$ cat src/rtl/cpinc_pkg.sv
package cpinc_pkg;
  typedef enum logic [1:0] {SRC_REG, SRC_MEM, SRC_IMM} src_t;
  typedef enum logic [1:0] {PH_NONE, PH_RD, PH_WR} phase_t;
  typedef enum logic [1:0] {COST_ONE, COST_TWO, COST_THREE} cost_t;

  localparam logic [2:0] SEL_H   = 3'd4;
  localparam logic [2:0] SEL_L   = 3'd5;
  localparam logic [2:0] SEL_MEM = 3'd6;
  localparam logic [2:0] SEL_A   = 3'd7;

  typedef struct packed {
    logic z;
    logic n;
    logic h;
    logic c;
  } flags_t;

  typedef struct packed {
    logic       legal;
    logic       is_cp;
    src_t       src;
    logic [2:0] sel;
    cost_t      cost;
  } dec_t;
endpackage

$ cat src/rtl/cpinc_decode.sv
module cpinc_decode
  import cpinc_pkg::*;
(
  input  logic [7:0] op_i,
  output dec_t       dec_o
);
  localparam logic [4:0] CP_HI  = 5'b10111;
  localparam logic [7:0] CP_IMM = 8'hFE;
  localparam logic [2:0] INC_LO = 3'b100;

  always_comb begin
    dec_o = '{legal: 1'b0, is_cp: 1'b0, src: SRC_REG, sel: SEL_A, cost: COST_ONE};
    if (op_i[7:3] == CP_HI) begin
      dec_o.legal = 1'b1;
      dec_o.is_cp = 1'b1;
      dec_o.sel   = op_i[2:0];
      dec_o.src   = (op_i[2:0] == SEL_MEM) ? SRC_MEM : SRC_REG;
      dec_o.cost  = (op_i[2:0] == SEL_MEM) ? COST_TWO : COST_ONE;
    end else if (op_i == CP_IMM) begin
      dec_o.legal = 1'b1;
      dec_o.is_cp = 1'b1;
      dec_o.src   = SRC_IMM;
      dec_o.cost  = COST_TWO;
    end else if (op_i[7:6] == 2'b00 && op_i[2:0] == INC_LO) begin
      dec_o.legal = 1'b1;
      dec_o.sel   = op_i[5:3];
      dec_o.src   = (op_i[5:3] == SEL_MEM) ? SRC_MEM : SRC_REG;
      dec_o.cost  = (op_i[5:3] == SEL_MEM) ? COST_THREE : COST_ONE;
    end
  end
endmodule

$ cat src/rtl/cpinc_alu.sv
module cpinc_alu
  import cpinc_pkg::*;
#(
  parameter int unsigned DW = 8
) (
  input  logic          is_cp_i,
  input  logic [DW-1:0] acc_i,
  input  logic [DW-1:0] opnd_i,
  input  flags_t        flags_i,
  output logic [DW-1:0] sum_o,
  output flags_t        flags_o
);
  localparam int unsigned NIB = 4;

  logic [DW:0]   diff;
  logic [DW-1:0] sum;

  assign diff  = {1'b0, acc_i} - {1'b0, opnd_i};
  assign sum   = opnd_i + 1'b1;
  assign sum_o = sum;

  always_comb begin
    if (is_cp_i) begin
      flags_o.z = (diff[DW-1:0] == '0);
      flags_o.n = 1'b1;
      flags_o.h = (acc_i[NIB-1:0] < opnd_i[NIB-1:0]);
      flags_o.c = diff[DW];
    end else begin
      flags_o.z = (sum == '0);
      flags_o.n = 1'b0;
      flags_o.h = (opnd_i[NIB-1:0] == {NIB{1'b1}});
      flags_o.c = flags_i.c;
    end
  end
endmodule

$ cat src/rtl/cpinc_regfile.sv
module cpinc_regfile
  import cpinc_pkg::*;
#(
  parameter int unsigned DW   = 8,
  parameter int unsigned NREG = 8
) (
  input  logic                 clk,
  input  logic                 rst_n,
  input  logic                 ld_en_i,
  input  logic [2:0]           ld_sel_i,
  input  logic [DW-1:0]        ld_data_i,
  input  logic                 wr_en_i,
  input  logic [2:0]           wr_sel_i,
  input  logic [DW-1:0]        wr_data_i,
  input  logic                 fl_en_i,
  input  flags_t               fl_d_i,
  output logic [NREG*DW-1:0]   regs_o,
  output flags_t               flags_o
);
  for (genvar gi = 0; gi < NREG; gi++) begin : g_reg
    if (gi == int'(SEL_MEM)) begin : g_hole
      assign regs_o[gi*DW +: DW] = '0;
    end else begin : g_store
      logic [DW-1:0] q;
      always_ff @(posedge clk or negedge rst_n) begin
        if (!rst_n) q <= '0;
        else if (wr_en_i && int'(wr_sel_i) == gi) q <= wr_data_i;
        else if (ld_en_i && int'(ld_sel_i) == gi) q <= ld_data_i;
      end
      assign regs_o[gi*DW +: DW] = q;
    end
  end

  always_ff @(posedge clk or negedge rst_n) begin
    if (!rst_n) flags_o <= '0;
    else if (fl_en_i) flags_o <= fl_d_i;
  end
endmodule

$ cat src/rtl/cpinc_unit.sv
module cpinc_unit
  import cpinc_pkg::*;
#(
  parameter int unsigned DW         = 8,
  parameter int unsigned CYC_REG    = 4,
  parameter int unsigned CYC_MEMCMP = 8,
  parameter int unsigned CYC_RMW    = 12
) (
  input  logic              clk,
  input  logic              rst_n,
  input  logic              start_i,
  input  logic [7:0]        opcode_i,
  input  logic [DW-1:0]     imm_i,
  output logic              busy_o,
  output logic              done_o,
  output logic              illegal_o,
  input  logic              ld_en_i,
  input  logic [2:0]        ld_sel_i,
  input  logic [DW-1:0]     ld_data_i,
  output logic [8*DW-1:0]   regs_o,
  output logic [3:0]        flags_o,
  output logic              mem_req_o,
  output logic              mem_we_o,
  output logic [2*DW-1:0]   mem_addr_o,
  output logic [DW-1:0]     mem_wdata_o,
  input  logic              mem_ready_i,
  input  logic [DW-1:0]     mem_rdata_i
);
  localparam int unsigned NREG  = 8;
  localparam int unsigned CNT_W = $clog2(CYC_RMW + 1);

  dec_t             dec;
  flags_t           flags_q, flags_nx;
  logic             busy_q, is_cp_q, illegal_q;
  src_t             src_q;
  logic [2:0]       sel_q;
  phase_t           phase_q;
  logic [CNT_W-1:0] cnt_q, cost_m1;
  logic [DW-1:0]    opnd_q, opnd, acc, sel_val, sum;
  logic             accept, stall, done;

  cpinc_decode u_dec (.op_i(opcode_i), .dec_o(dec));

  always_comb begin
    unique case (dec.cost)
      COST_TWO:   cost_m1 = CNT_W'(CYC_MEMCMP - 1);
      COST_THREE: cost_m1 = CNT_W'(CYC_RMW - 1);
      default:    cost_m1 = CNT_W'(CYC_REG - 1);
    endcase
  end

  assign accept  = start_i && !busy_q;
  assign acc     = regs_o[int'(SEL_A)*DW +: DW];
  assign sel_val = regs_o[int'(sel_q)*DW +: DW];
  assign opnd    = (src_q == SRC_REG) ? sel_val : opnd_q;

  assign mem_req_o   = busy_q && (phase_q != PH_NONE);
  assign mem_we_o    = (phase_q == PH_WR);
  assign mem_addr_o  = {regs_o[int'(SEL_H)*DW +: DW], regs_o[int'(SEL_L)*DW +: DW]};
  assign mem_wdata_o = sum;
  assign stall       = mem_req_o && !mem_ready_i;
  assign done        = busy_q && (cnt_q == '0) && (phase_q == PH_NONE);

  always_ff @(posedge clk or negedge rst_n) begin
    if (!rst_n) begin
      busy_q    <= 1'b0;
      is_cp_q   <= 1'b0;
      illegal_q <= 1'b0;
      src_q     <= SRC_REG;
      sel_q     <= '0;
      phase_q   <= PH_NONE;
      cnt_q     <= '0;
      opnd_q    <= '0;
    end else begin
      illegal_q <= accept && !dec.legal;
      if (accept && dec.legal) begin
        busy_q  <= 1'b1;
        is_cp_q <= dec.is_cp;
        src_q   <= dec.src;
        sel_q   <= dec.sel;
        cnt_q   <= cost_m1;
        phase_q <= (dec.src == SRC_MEM) ? PH_RD : PH_NONE;
        opnd_q  <= imm_i;
      end else if (busy_q) begin
        if (!stall && cnt_q != '0) cnt_q <= cnt_q - 1'b1;
        if (phase_q == PH_RD && mem_ready_i) begin
          opnd_q  <= mem_rdata_i;
          phase_q <= is_cp_q ? PH_NONE : PH_WR;
        end else if (phase_q == PH_WR && mem_ready_i) begin
          phase_q <= PH_NONE;
        end
        if (done) busy_q <= 1'b0;
      end
    end
  end

  cpinc_alu #(.DW(DW)) u_alu (
    .is_cp_i (is_cp_q),
    .acc_i   (acc),
    .opnd_i  (opnd),
    .flags_i (flags_q),
    .sum_o   (sum),
    .flags_o (flags_nx)
  );

  cpinc_regfile #(.DW(DW), .NREG(NREG)) u_rf (
    .clk       (clk),
    .rst_n     (rst_n),
    .ld_en_i   (ld_en_i && !busy_q),
    .ld_sel_i  (ld_sel_i),
    .ld_data_i (ld_data_i),
    .wr_en_i   (done && !is_cp_q && src_q == SRC_REG),
    .wr_sel_i  (sel_q),
    .wr_data_i (sum),
    .fl_en_i   (done),
    .fl_d_i    (flags_nx),
    .regs_o    (regs_o),
    .flags_o   (flags_q)
  );

  assign flags_o   = flags_q;
  assign busy_o    = busy_q;
  assign done_o    = done;
  assign illegal_o = illegal_q;

  a_r1_cp_keeps_a: assert property (@(posedge clk) disable iff (!rst_n)
    done_o && is_cp_q |=> $stable(regs_o[int'(SEL_A)*DW +: DW]));
  a_r5_inc_keeps_c: assert property (@(posedge clk) disable iff (!rst_n)
    done_o && !is_cp_q |=> $stable(flags_o[0]));
  a_r6_done_single: assert property (@(posedge clk) disable iff (!rst_n)
    done_o |=> !done_o);
  a_r7_cp_no_write: assert property (@(posedge clk) disable iff (!rst_n)
    mem_req_o && mem_we_o |-> !is_cp_q);
  a_r8_hold_stable: assert property (@(posedge clk) disable iff (!rst_n)
    mem_req_o && !mem_ready_i |=> mem_req_o && $stable({mem_addr_o, mem_we_o, mem_wdata_o}));
  a_r9_illegal_quiet: assert property (@(posedge clk) disable iff (!rst_n)
    illegal_o |-> !busy_o && !done_o);
  a_r10_busy_holds: assert property (@(posedge clk) disable iff (!rst_n)
    busy_o && !done_o |=> busy_o);
endmodule

$ cat config.mk
export PLATFORM = sky130hd
export DESIGN_NAME = cpinc_unit
export DESIGN_NICKNAME = d
export VERILOG_FILES = /design/src/rtl/cpinc_pkg.sv /design/src/rtl/cpinc_decode.sv /design/src/rtl/cpinc_alu.sv /design/src/rtl/cpinc_regfile.sv /design/src/rtl/cpinc_unit.sv
export SDC_FILE = /design/constraint.sdc
export NUM_CORES = 1
export LEC_CHECK = 0
export BUFFER_PORTS_ARGS = -buffer_cell sky130_fd_sc_hd__buf_4
export CELL_PAD_IN_SITES_DETAIL_PLACEMENT = 2
export CELL_PAD_IN_SITES_GLOBAL_PLACEMENT = 2
export CORE_ASPECT_RATIO = 0.5
export CORE_MARGIN = 2
export CORE_UTILIZATION = 29
export DETAILED_ROUTE_END_ITERATION = 10
export PLACE_DENSITY = 0.75
export SYNTH_ARGS = -nofsm -noshare
export SYNTH_HDL_FRONTEND = slang
export SYNTH_HIERARCHICAL = 1
export SYNTH_SLANG_ARGS = --single-unit
$ cat constraint.sdc
create_clock -name clk -period 3.2 [get_ports clk]
set_input_delay 0.16 -clock clk [delete_from_list [all_inputs] [get_ports clk]]
set_output_delay 0.16 -clock clk [all_outputs]
set_load 0.01 [all_outputs]
* Word level (Yosys, flattened, before mapping)
Cells that the tools add are included.
Operators by class: add/sub/neg operators 3, muxes and demuxes 43, reduce and logical (&&, ||, !) cells 58, eq/ne operators 23, shift operators 1, order comparisons 1
Operators by type and width (number):
- 2-to-1 mux 8 bit | 18
- variable part select 64 x 7 -> 8 bit | 1
- == test 3 bit (second input constant) | 11
- logical AND 1 bit | 28
- nonzero test 2 bit | 11
- logical NOT 8 bit | 2
- 2-to-1 mux 2 bit | 8
- 2-to-1 mux 4 bit | 4
- 2-to-1 mux 1 bit | 9
- 2-to-1 mux 9 bit | 1
- subtractor 8 x 8 -> 9 bit | 1
- adder 8 x 1 -> 8 bit (second input constant) | 1
- == test 8 bit (second input constant) | 1
- one-hot mux 4 bit (2 select lines) | 1
- AND reduction 2 bit | 4
- 2-to-1 mux 7 bit | 1
- == test 2 x 1 -> 1 bit (second input constant) | 3
- == test 3 x 1 -> 1 bit (second input constant) | 2
- == test 3 x 2 -> 1 bit (second input constant) | 2
- logical NOT 2 bit | 3
- logical NOT 3 bit | 2
- == test 5 bit (second input constant) | 1
- logical NOT 1 bit | 5
- == test 2 bit (second input constant) | 2
- 7 further kinds | 7
Storage, ports and cells: output and inout bits 97, flip-flop bits (word level) 82, word-level logic and storage cells 148

* Longest topological paths before layout
Gate-level depths: netlist of the first run.
depth in word-level cells 8, mapped depth 14, depth with buffers taken out 12

* Modules after synthesis
The synthesis of the first run kept the hierarchy.
Modules (own cells, without submodules):
- cpinc_regfile | seq. area each 1501.4 µm², instances 1, area each 2925.3 µm², cells each 269
- cpinc_unit | seq. area each 550.5 µm², instances 1, area each 1798.0 µm², cells each 200
- cpinc_alu | seq. area each 0.0 µm², instances 1, area each 573.0 µm², cells each 83
- cpinc_decode | seq. area each 0.0 µm², instances 1, area each 127.6 µm², cells each 16

* Least setup slack after synthesis of the first run
OpenSTA, ideal clock, no wires.
path kind reg2reg, from register sel_q[1], to register u_rf/flags_o[0] (netlist name), buffers on the path 2, clock period less this slack 3.181 ns, cell stages (with the launch flop) 15, path slack 0.019 ns, data arrival time 3.056 ns, cells stage by stage dfrtp_1 > buf_2 > buf_2 > mux2i_1 > a22oi_1 > nand3_1 > nand2_1 > ha_1 > fa_1 > and2b_1 > o221ai_1 > a211oi_1 > o21ai_0 > a31o_2 > mux2_2
On the way: cells in the longest elaborated chain, start to end 3
Ends and longest elaborated chain:
- from (decl) | line cpinc_unit.sv:36 | logic [2:0] sel_q;
- from (signal assigned) | line cpinc_unit.sv:80 | sel_q <= dec.sel;
- variable part select 64 x 7 -> 8 bit | line cpinc_unit.sv:54 | assign sel_val = regs_o[int'(sel_q)*DW +: DW];
- 2-to-1 mux 8 bit | line cpinc_unit.sv:55 | assign opnd = (src_q == SRC_REG) ? sel_val : opnd_q;
- via opnd[0] | line cpinc_unit.sv:39 | logic [DW-1:0] opnd_q, opnd, acc, sel_val, sum;
- subtractor 8 x 8 -> 9 bit | line cpinc_alu.sv:18 | assign diff = {1'b0, acc_i} - {1'b0, opnd_i};
The timed path passes the listed nets, and every way through them passes these cells. A chain may end at the register's enable or synchronous reset.

==> out/qor.txt, run 1 <==
RUN STATUS
---------------------------------------------------------------------------------
Status                                                               finished, final reports clean

PLACED DESIGN
---------------------------------------------------------------------------------
Placed cells                                                                  925
Count of buffers from port buffering                                          128
Routability Congestion                                                     0.8079
Hpwl dp                                                                 15,650 um
Pre-CTS setup slack                                                    0.04511 ns

CELLS AND AREA
---------------------------------------------------------------------------------
Area Growth Syn to Fin                                                     31.44%
Layout Nets                                                                   753
Non-filler cells, final                                                       946
Number of diodes added for antenna fixing                                       0
Share of post-route cells with drive strength above 1                      0.3300

CLOCK NETWORK
---------------------------------------------------------------------------------
Total number of H-tree levels                                                   3
TritonCTS clock tree                                                         done
Maximum buffer depth of the clock tree                                          2
Number of buffers added by the clock tree synthesis step                        9
Clock Pin Slew Worst Setup and Hold Paths                                 0.07 ns
Clock root buffer                                                       clkbuf_16
Clock latency of the later-clocked register in the worst-skew pair        0.35 ns
Sinks on the clock net                                                         82

STA
---------------------------------------------------------------------------------
Worst setup skew after layout                                         0.007050 ns
Setup violation total in the final timing report                                0
Final Cycle Share                                                          0.9748
Crit path time final                                                     3.119 ns
Maximum clock frequency                                                0.3206 GHz
Fin. Hold Viols                                                                 0
Final setup margin                                                     0.08065 ns
Transition at the pin with the smallest max-transition slack            0.7055 ns
Max-slew violation count                                                        0
Worst slew margin relative to its limit                                    0.5272

FLOORPLAN
---------------------------------------------------------------------------------
Placement Rows                                                                 35
Starting density of the core                                               0.2956
IO Count                                                                      137
Die outline area                                                      0.01988 mm2
Placeable core region                                                 0.01835 mm2
Die width                                                                197.4 um
Die height                                                               100.7 um

DRT
---------------------------------------------------------------------------------
Post-route ant nets                                                             0
First-iteration detailed-routing DRC count                                    284
Final Routed Wirelength                                                 21,770 um
DRC viols                                                                       0
Post-detailed-route wirelength per cell                                  23.01 um
Detailed Routing Iterations Pass 1                                              4
Avg Vias per Cell                                                           5.209
Vias post-DR                                                                4,928

WORST SETUP PATH
---------------------------------------------------------------------------------
Sort of element at the start of the critical path                        register
Required time at the worst-slack endpoint                                 3.43 ns
CP Class                                                                  reg2reg
Number of cells traversed by the worst register-to-register path               15
Crit path capture type                                                   register
Data arrival time of the worst path                                       3.35 ns
Maximum fanout along the worst path                                             5

GRT
---------------------------------------------------------------------------------
Pin count of the biggest net entering global routing                           45
Global-route wire length before repair                                  33,110 um
Number of antenna violations at the first check in global routing               0
Total routing usage reported by global routing                             0.2227
Via count of the first global-routing pass                                  5,414
Total congestion overflow after global routing                                  0

LOGIC SYNTHESIS
---------------------------------------------------------------------------------
Sequential-to-total area share from yosys stat                             0.3783
Ys flop type                                                              dfrtp_1
Synth warnings                                                                  6
Post-synthesis compound-gate area fraction                                 0.1255
Synth Instances                                                               568
Async set-reset flop share out of synthesis                                 1.000
Fraction of synthesized area in multiplexers                               0.2035
Combinational family with the most area after synthesis              multiplexers
Number of library cell types mapped by synthesis                               64
Flop and latch count out of synthesis                                          82
Post-Syn Area                                                        0.005424 mm2
Synth Area in Adders                                                      0.02907
Mean instance size in the synthesized netlist                           9.549 um2
EDFF count, synth                                                               0
Simple-gate share of the synthesized area                                  0.1700
Post-synthesis xor/xnor area fraction                                     0.01615

PWR
---------------------------------------------------------------------------------
Cell-internal power                                                      4.836 mW
Proportion of power drawn by flip-flops and latches                         0.229
Maximum vdd ir drop                                                     0.5622 mV
Sum of internal, switching and leakage power                             9.209 mW
Combinational share of power                                                0.635
Total power density per cell area                                     1292 mW/mm2
Sw Share                                                                   0.4749
Static leakage                                                           3.477 nW
Net switching power                                                      4.373 mW
Power share of the clock group                                              0.136

FLOW RUN
---------------------------------------------------------------------------------
Count of maximum capacitance violations                                         0

MIN PATH
---------------------------------------------------------------------------------
Cell count of the worst hold path                                               2
HP Class                                                                   in2reg

## per-layer routing
metal	wire, um	track usage	vias up	part of all wire
met1	10090	0.3077	2532	0.46
met5	0	0	-	0
met3	1127	0.03847	21	0.052
li1	-	-	2253	-
met4	316	0.04974	0	0.015
met2	10230	0.3665	122	0.47
## layout by cell type, fill, tap and decap left out, types with 2 or more instances in the layout
cell and n:
nor4_1 3, nand4_2 2, nand2_1 64, nor3_2 2, o22a_1 3, bufinv_16 3, nand3_2 3, ha_1 7
ha_2 2, nand3_1 7, xnor2_1 7, nand4_1 2, a21oi_1 37, and2_1 3, or4_1 2, mux2i_1 99
nor2_1 43, ha_4 2, and4bb_2 4, buf_12 2, o21ai_1 11, a22oi_2 6, o21ai_0 28, inv_1 19
nor2b_1 7, nand4b_1 5, a22oi_1 10, nor3b_1 3, o211ai_1 3, xor2_1 3, dfrtp_2 2, clkbuf_16 9
dfrtp_1 80, mux2_2 10, nand3b_1 4, and4bb_1 2, conb_1 8, clkinvlp_4 2, buf_4 163
## synth_stat cells, drive strengths merged, types with 2 or more instances
library cell,instances,area share
mux2,10,0.021
nor3b,3,0.0042
ha,11,0.025
or3,2,0.0025
inv,19,0.013
a31o,2,0.0032
o211ai,3,0.0042
buf,48,0.061
nor3,3,0.0046
dfrtp,82,0.38
nor4,3,0.0035
o22a,3,0.0048
xnor2,7,0.011
nand2,65,0.045
or2,3,0.0039
nand4b,5,0.0081
nor4b,2,0.0071
and4bb,6,0.014
mux2i,99,0.18
a21o,2,0.0030
and2,3,0.0035
a21oi,37,0.034
xor2,3,0.0048
nor2,44,0.030
nor2b,7,0.0081
o21ai,39,0.036
nand3,10,0.0092
and3,2,0.0025
nand3b,6,0.011
or4,2,0.0028
nand4,4,0.0069
a22oi,16,0.022
clkbuf,3,0.0023
## critical path: stages (launching register included)
cell and delay [ns]:
dfrtp_2 0.43, buf_12 0.14, buf_4 0.15, mux2i_1 0.14, a22oi_2 0.27, nand3_1 0.11
nand2_1 0.09, inv_1 0.06, ha_1 0.32, buf_4 0.16, a21oi_1 0.18, a21boi_1 0.12
o21ai_0 0.27, xor2_1 0.12, a31o_1 0.19, mux2_2 0.25
## worst paths after layout
check	start	to	slack, ns
worst max register to register	sel_q[1]	u_rf/flags_o[3]	0.08
min in group asynchronous	rst_n	cnt_q[0]	0.37
max in group asynchronous	rst_n	sel_q[1]	2.00
worst max-delay path	sel_q[1]	u_rf/flags_o[3]	0.08
worst min register to register	u_rf/flags_o[1]	u_rf/flags_o[1]	0.52
worst min-delay path	start_i	illegal_o	0.10
## flip-flops by register name, summed over array words and instances (netlist names)
register	count
busy_o	1
cnt_q	4
illegal_o	1
is_cp_q	1
opnd_q	8
phase_q	2
sel_q	3
src_q	2
u_rf/flags_o	4
u_rf/g.g_store.q	56
## metrics by stage
step	utilization	instance area (um2)	hold WS (ns)	setup TNS (ns)
2_1_floorplan	-	5450	-0.1356	0
3_3_place_gp	0.3612	6628	0.2263	0
3_5_place_dp	0.3612	6628	0.2235	0
4_1_cts	0.3832	7032	0.09747	0
5_1_grt	0.3885	7129	0.1021	-0.06439
6_report	0.3885	7129	0.1034	0
## power by group through the flow
stage / clock network, mW / registers [mW] / logic (mW)
2_1_floorplan: 0 / 2.05 / 2.79
3_3_place_gp: 0 / 2.14 / 5.18
3_5_place_dp: 0 / 2.14 / 5.39
4_1_cts: 1.28 / 2.11 / 5.60
5_1_grt: 1.32 / 2.18 / 6.28
6_report: 1.26 / 2.11 / 5.85
## logic make-up (layout without fill, tap and decap cells)
group                    count (synthesis)  in the layout
adder cells (fa/ha/maj)                 12             12
XOR/XNOR                                10             10
flip-flops                              82             82
other                                    1              8
buffers and inverters                   70            201
AND/OR/NAND/NOR                        172            172
multiplexers                           109            109
AO/OA/AOI/OAI                          112            112
## repair_timing
item	CTS	global route
endpoints found under the setup margin	2	9
pin swaps	1	3
gates resized for setup	2	22
hold endpoints to repair	42	0
setup buffers	3	1
hold buffers	1	0
## cell type report
type | count | area [um2]
fill | 2022 | 11220
inverter | 19 | 71.32
clock inverter | 6 | 113.9
sequential | 82 | 2054
timing repair buffer | 166 | 1274
clock buffer | 10 | 239.0
tap | 240 | 300.3
multi-input combinational | 423 | 3077
Note: power is estimated with default switching activity, not from simulation.
==> inputs of run 2 (changes only) <==
--- a/config.mk
+++ b/config.mk
@@ -5,13 +5,13 @@
 export SDC_FILE = /design/constraint.sdc
 export NUM_CORES = 1
 export LEC_CHECK = 0
-export BUFFER_PORTS_ARGS = -buffer_cell sky130_fd_sc_hd__buf_4
 export CELL_PAD_IN_SITES_DETAIL_PLACEMENT = 2
 export CELL_PAD_IN_SITES_GLOBAL_PLACEMENT = 2
 export CORE_ASPECT_RATIO = 0.5
 export CORE_MARGIN = 2
-export CORE_UTILIZATION = 29
+export CORE_UTILIZATION = 35
 export DETAILED_ROUTE_END_ITERATION = 10
+export DONT_BUFFER_PORTS = 1
 export PLACE_DENSITY = 0.75
 export SYNTH_ARGS = -nofsm -noshare
 export SYNTH_HDL_FRONTEND = slang
==> run 2 against run 1 <==
Global-route usage up 1.4 points. Flip-flop and latch count unchanged. Register-to-register slack worse by 0.04 ns. Critical endpoint unchanged.
==> out/qor.txt, run 2 (synthesis results as in run 1) <==
GRT
---------------------------------------------------------------------------------
Total congestion overflow after global routing                                  0   unchanged
Number of antenna violations at the first check in global routing               0   unchanged
Via count of the first global-routing pass                                  4,826   -11%
Global-route wire length before repair                                  30,080 um   -9.1%
Pin count of the biggest net entering global routing                           83   +84%
Total routing usage reported by global routing                             0.2367   +0.01400

FLOORPLAN
---------------------------------------------------------------------------------
Die height                                                               92.03 um   -8.6%
Die outline area                                                      0.01657 mm2   -17%
Placeable core region                                                 0.01529 mm2   -17%
Placement Rows                                                                 32   -8.6%
IO Count                                                                      137   unchanged
Starting density of the core                                               0.3546   +0.05903
Die width                                                                180.1 um   -8.8%

WORST SETUP PATH
---------------------------------------------------------------------------------
Maximum fanout along the worst path                                             5   unchanged
Startpoint of the worst-slack reg-to-reg timing path                     sel_q[1]
Required time at the worst-slack endpoint                                 3.43 ns   about the same
Worst path slowest cell                                                   dfrtp_4
Dominant cell type by count on the critical path                            buf_4
Crit path capture type                                                   register
Sort of element at the start of the critical path                        register
Buf+Inv Stages, Crit Path                                                       4   unchanged
Cell family with most CP delay                                       compound AO/OA/AOI/OAI gates
Critical path cell sequence                                          clkbuf_4, buf_4, mux2i_1, a22oi_1, nand3_1, nand2_1, buf_4, inv_1, ha_1, nand3b_1, a21boi_2, o21ai_0, xor2_1, a31o_1, mux2_2
Max stage delay on crit path                                              0.49 ns   +0.06 ns
CP Class                                                                  reg2reg
Data arrival time of the worst path                                       3.39 ns   +0.04 ns
Startpoint of the most critical setup path                               sel_q[1]

STA
---------------------------------------------------------------------------------
RSZ-0062 raised after global routing                                         true
Setup violation total in the final timing report                                0   unchanged
Final Cycle Share                                                          0.9858   +0.01103
Fin. Hold Viols                                                                 0   unchanged
Worst slew margin relative to its limit                                    0.4891   -0.03805
Worst setup skew after layout                                         0.008669 ns   +0.001619 ns
Crit path time final                                                     3.155 ns   +0.03529 ns
Max-slew violation count                                                        0   unchanged
Maximum clock frequency                                                0.3170 GHz   -1.1%
Transition at the pin with the smallest max-transition slack            0.7623 ns   +0.05678 ns

DRT
---------------------------------------------------------------------------------
Post-route ant nets                                                             0   unchanged
Detailed Routing Iterations Pass 1                                              4   unchanged
Vias post-DR                                                                4,517   -8.3%
DRC viols                                                                       0   unchanged
Final Routed Wirelength                                                 19,620 um   -9.9%
Avg Vias per Cell                                                           5.725   +9.9%
Post-detailed-route wirelength per cell                                  24.86 um   +8.1%
First-iteration detailed-routing DRC count                                    237   -17%

PWR
---------------------------------------------------------------------------------
Total power density per cell area                                     1296 mW/mm2   +0.33%
Maximum vdd ir drop                                                     0.4731 mV   -16%
Static leakage                                                           2.863 nW   -18%

PLACED DESIGN
---------------------------------------------------------------------------------
Count of buffers from port buffering                                            0   -100%
Area of placed instances                                             0.005629 mm2   -15%
Placed cells                                                                  762   -18%
Hpwl dp                                                                 13,750 um   -12%
Routability Congestion                                                     0.7813   -3.3%

CLOCK NETWORK
---------------------------------------------------------------------------------
Maximum buffer depth of the clock tree                                          2   unchanged
Sinks on the clock net                                                         82   unchanged
Number of buffers added by the clock tree synthesis step                        9   unchanged
Clock latency of the later-clocked register in the worst-skew pair        0.35 ns   about the same
TritonCTS clock tree                                                         done
Clock root buffer                                                       clkbuf_16
Clock Pin Slew Worst Setup and Hold Paths                                 0.07 ns   about the same
Total number of H-tree levels                                                   3   unchanged

CELLS AND AREA
---------------------------------------------------------------------------------
Area of all placed cells without fillers                             0.006162 mm2   -14%
Register containing the most flip-flops in the final layout          u_rf/g.g_store.q
Area of the multi-input gates                                        0.003053 mm2   -0.77%
Seq. cell area                                                       0.002057 mm2   +0.12%
Share of post-route cells with drive strength above 1                      0.1744   -0.1557
Layout Nets                                                                   632   -16%
Non-filler cells, final                                                       789   -17%
Commonest cells after routing, fill and taps aside                   mux2i_1 (98), dfrtp_1 (80), nand2_1 (65), nor2_1 (44), a21oi_1 (37)
Most common cell after layout, fill and taps aside                        mux2i_1
Number of flip-flops under the largest register name                           56   unchanged
Fillers                                                                     1,640   -19%
Share of the core filled with cells                                        0.4029   +0.01435
Number of diodes added for antenna fixing                                       0   unchanged
Largest registers                                                    u_rf/g.g_store.q x56, opnd_q x8
Area Growth Syn to Fin                                                     13.61%

FLOW RUN
---------------------------------------------------------------------------------
Count of maximum capacitance violations                                         0   unchanged

MIN PATH
---------------------------------------------------------------------------------
Worst hold path startpoint                                           ld_data_i[0]
HP Class                                                                   in2reg

RUN STATUS
---------------------------------------------------------------------------------
Status                                                               finished, final reports clean

==> run 2: cell count changes in the layout (fill, tap and decap cells not counted), moves of 3 or more <==
cell           before  now
a22oi_2             6    0
a22oi_1            10   16
ha_2                2    5
buf_4             163   35
dlygate4sd3_1       1    5
==> run 2: worst reg2reg max path, delay by kind of cell (launching register included) <==
family | cells | cell delay (ns)
simple gates | 3 | 0.48
flops | 1 | 0.49
compound gates | 4 | 0.73
mux | 2 | 0.37
buf+inv | 4 | 0.56
xor+xnor | 1 | 0.16
fa+ha+maj | 1 | 0.26
==> run 2: what timing repair did <==
| item | 4_1_cts | 5_1_grt |
|---|---|---|
| endpoints found under the hold margin | 87 | 0 |
| pin swaps | 0 | 5 |
| gates resized for setup | 1 | 18 |
| hold buffers | 6 | 0 |
| setup endpoints to repair | 2 | 3 |
| buffers inserted | 2 | 3 |
==> run 2: metrics by stage <==
stage	TNS, ns	hold slack (ns)	power, mW	setup slack [ns]
after floorplan	0	-0.1356	4.833	0.01940
after global placement	0	-0.1324	6.120	0.07381
after detailed placement	-0.01012	-0.1335	6.323	-0.01012
after CTS	0	0.01179	7.630	0.001645
after global routing	-0.2623	0.01575	8.523	-0.1114
final	0	0.01478	7.986	0.04536
==> run 2: where the power goes <==
group	internal [mW]	switching (mW)
Combinational	1.86	2.60
Clock	0.691	0.473
Sequential	1.51	0.859
Total	4.06	3.93
==> run 2: final timing paths <==
check | endpoint | depth (start not counted) | slack, ns
worst max-delay path | u_rf/flags_o[3] | 15 | 0.05
worst min-delay path | u_rf/g_reg[1].g_store.q[0] | 2 | 0.01
worst max register to register | u_rf/flags_o[3] | 15 | 0.05
worst min register to register | opnd_q[4] | 2 | 0.54
max in group asynchronous | opnd_q[3] | 2 | 2.45
min in group asynchronous | busy_o | 2 | 0.33
==> run 2: layout make-up <==
| class | instances | share of cell area |
|---|---|---|
| clock buffers | 9 | 0.03655 |
| clock inverters | 7 | 0.01645 |
| inverters | 19 | 0.01157 |
| multi-input cells | 423 | 0.4954 |
| flip-flops and latches | 82 | 0.3338 |
| well taps | 204 | 0.04142 |
| repair buffers | 45 | 0.06477 |
==> run 2: metal layers <==
layer / up-vias / global-route usage / part of all wire
met5: - / 0 / 0
met1: 2352 / 0.3215 / 0.46
met4: 0 / 0.04772 / 0.0094
met3: 17 / 0.05441 / 0.057
met2: 134 / 0.3889 / 0.47
li1: 2014 / - / -
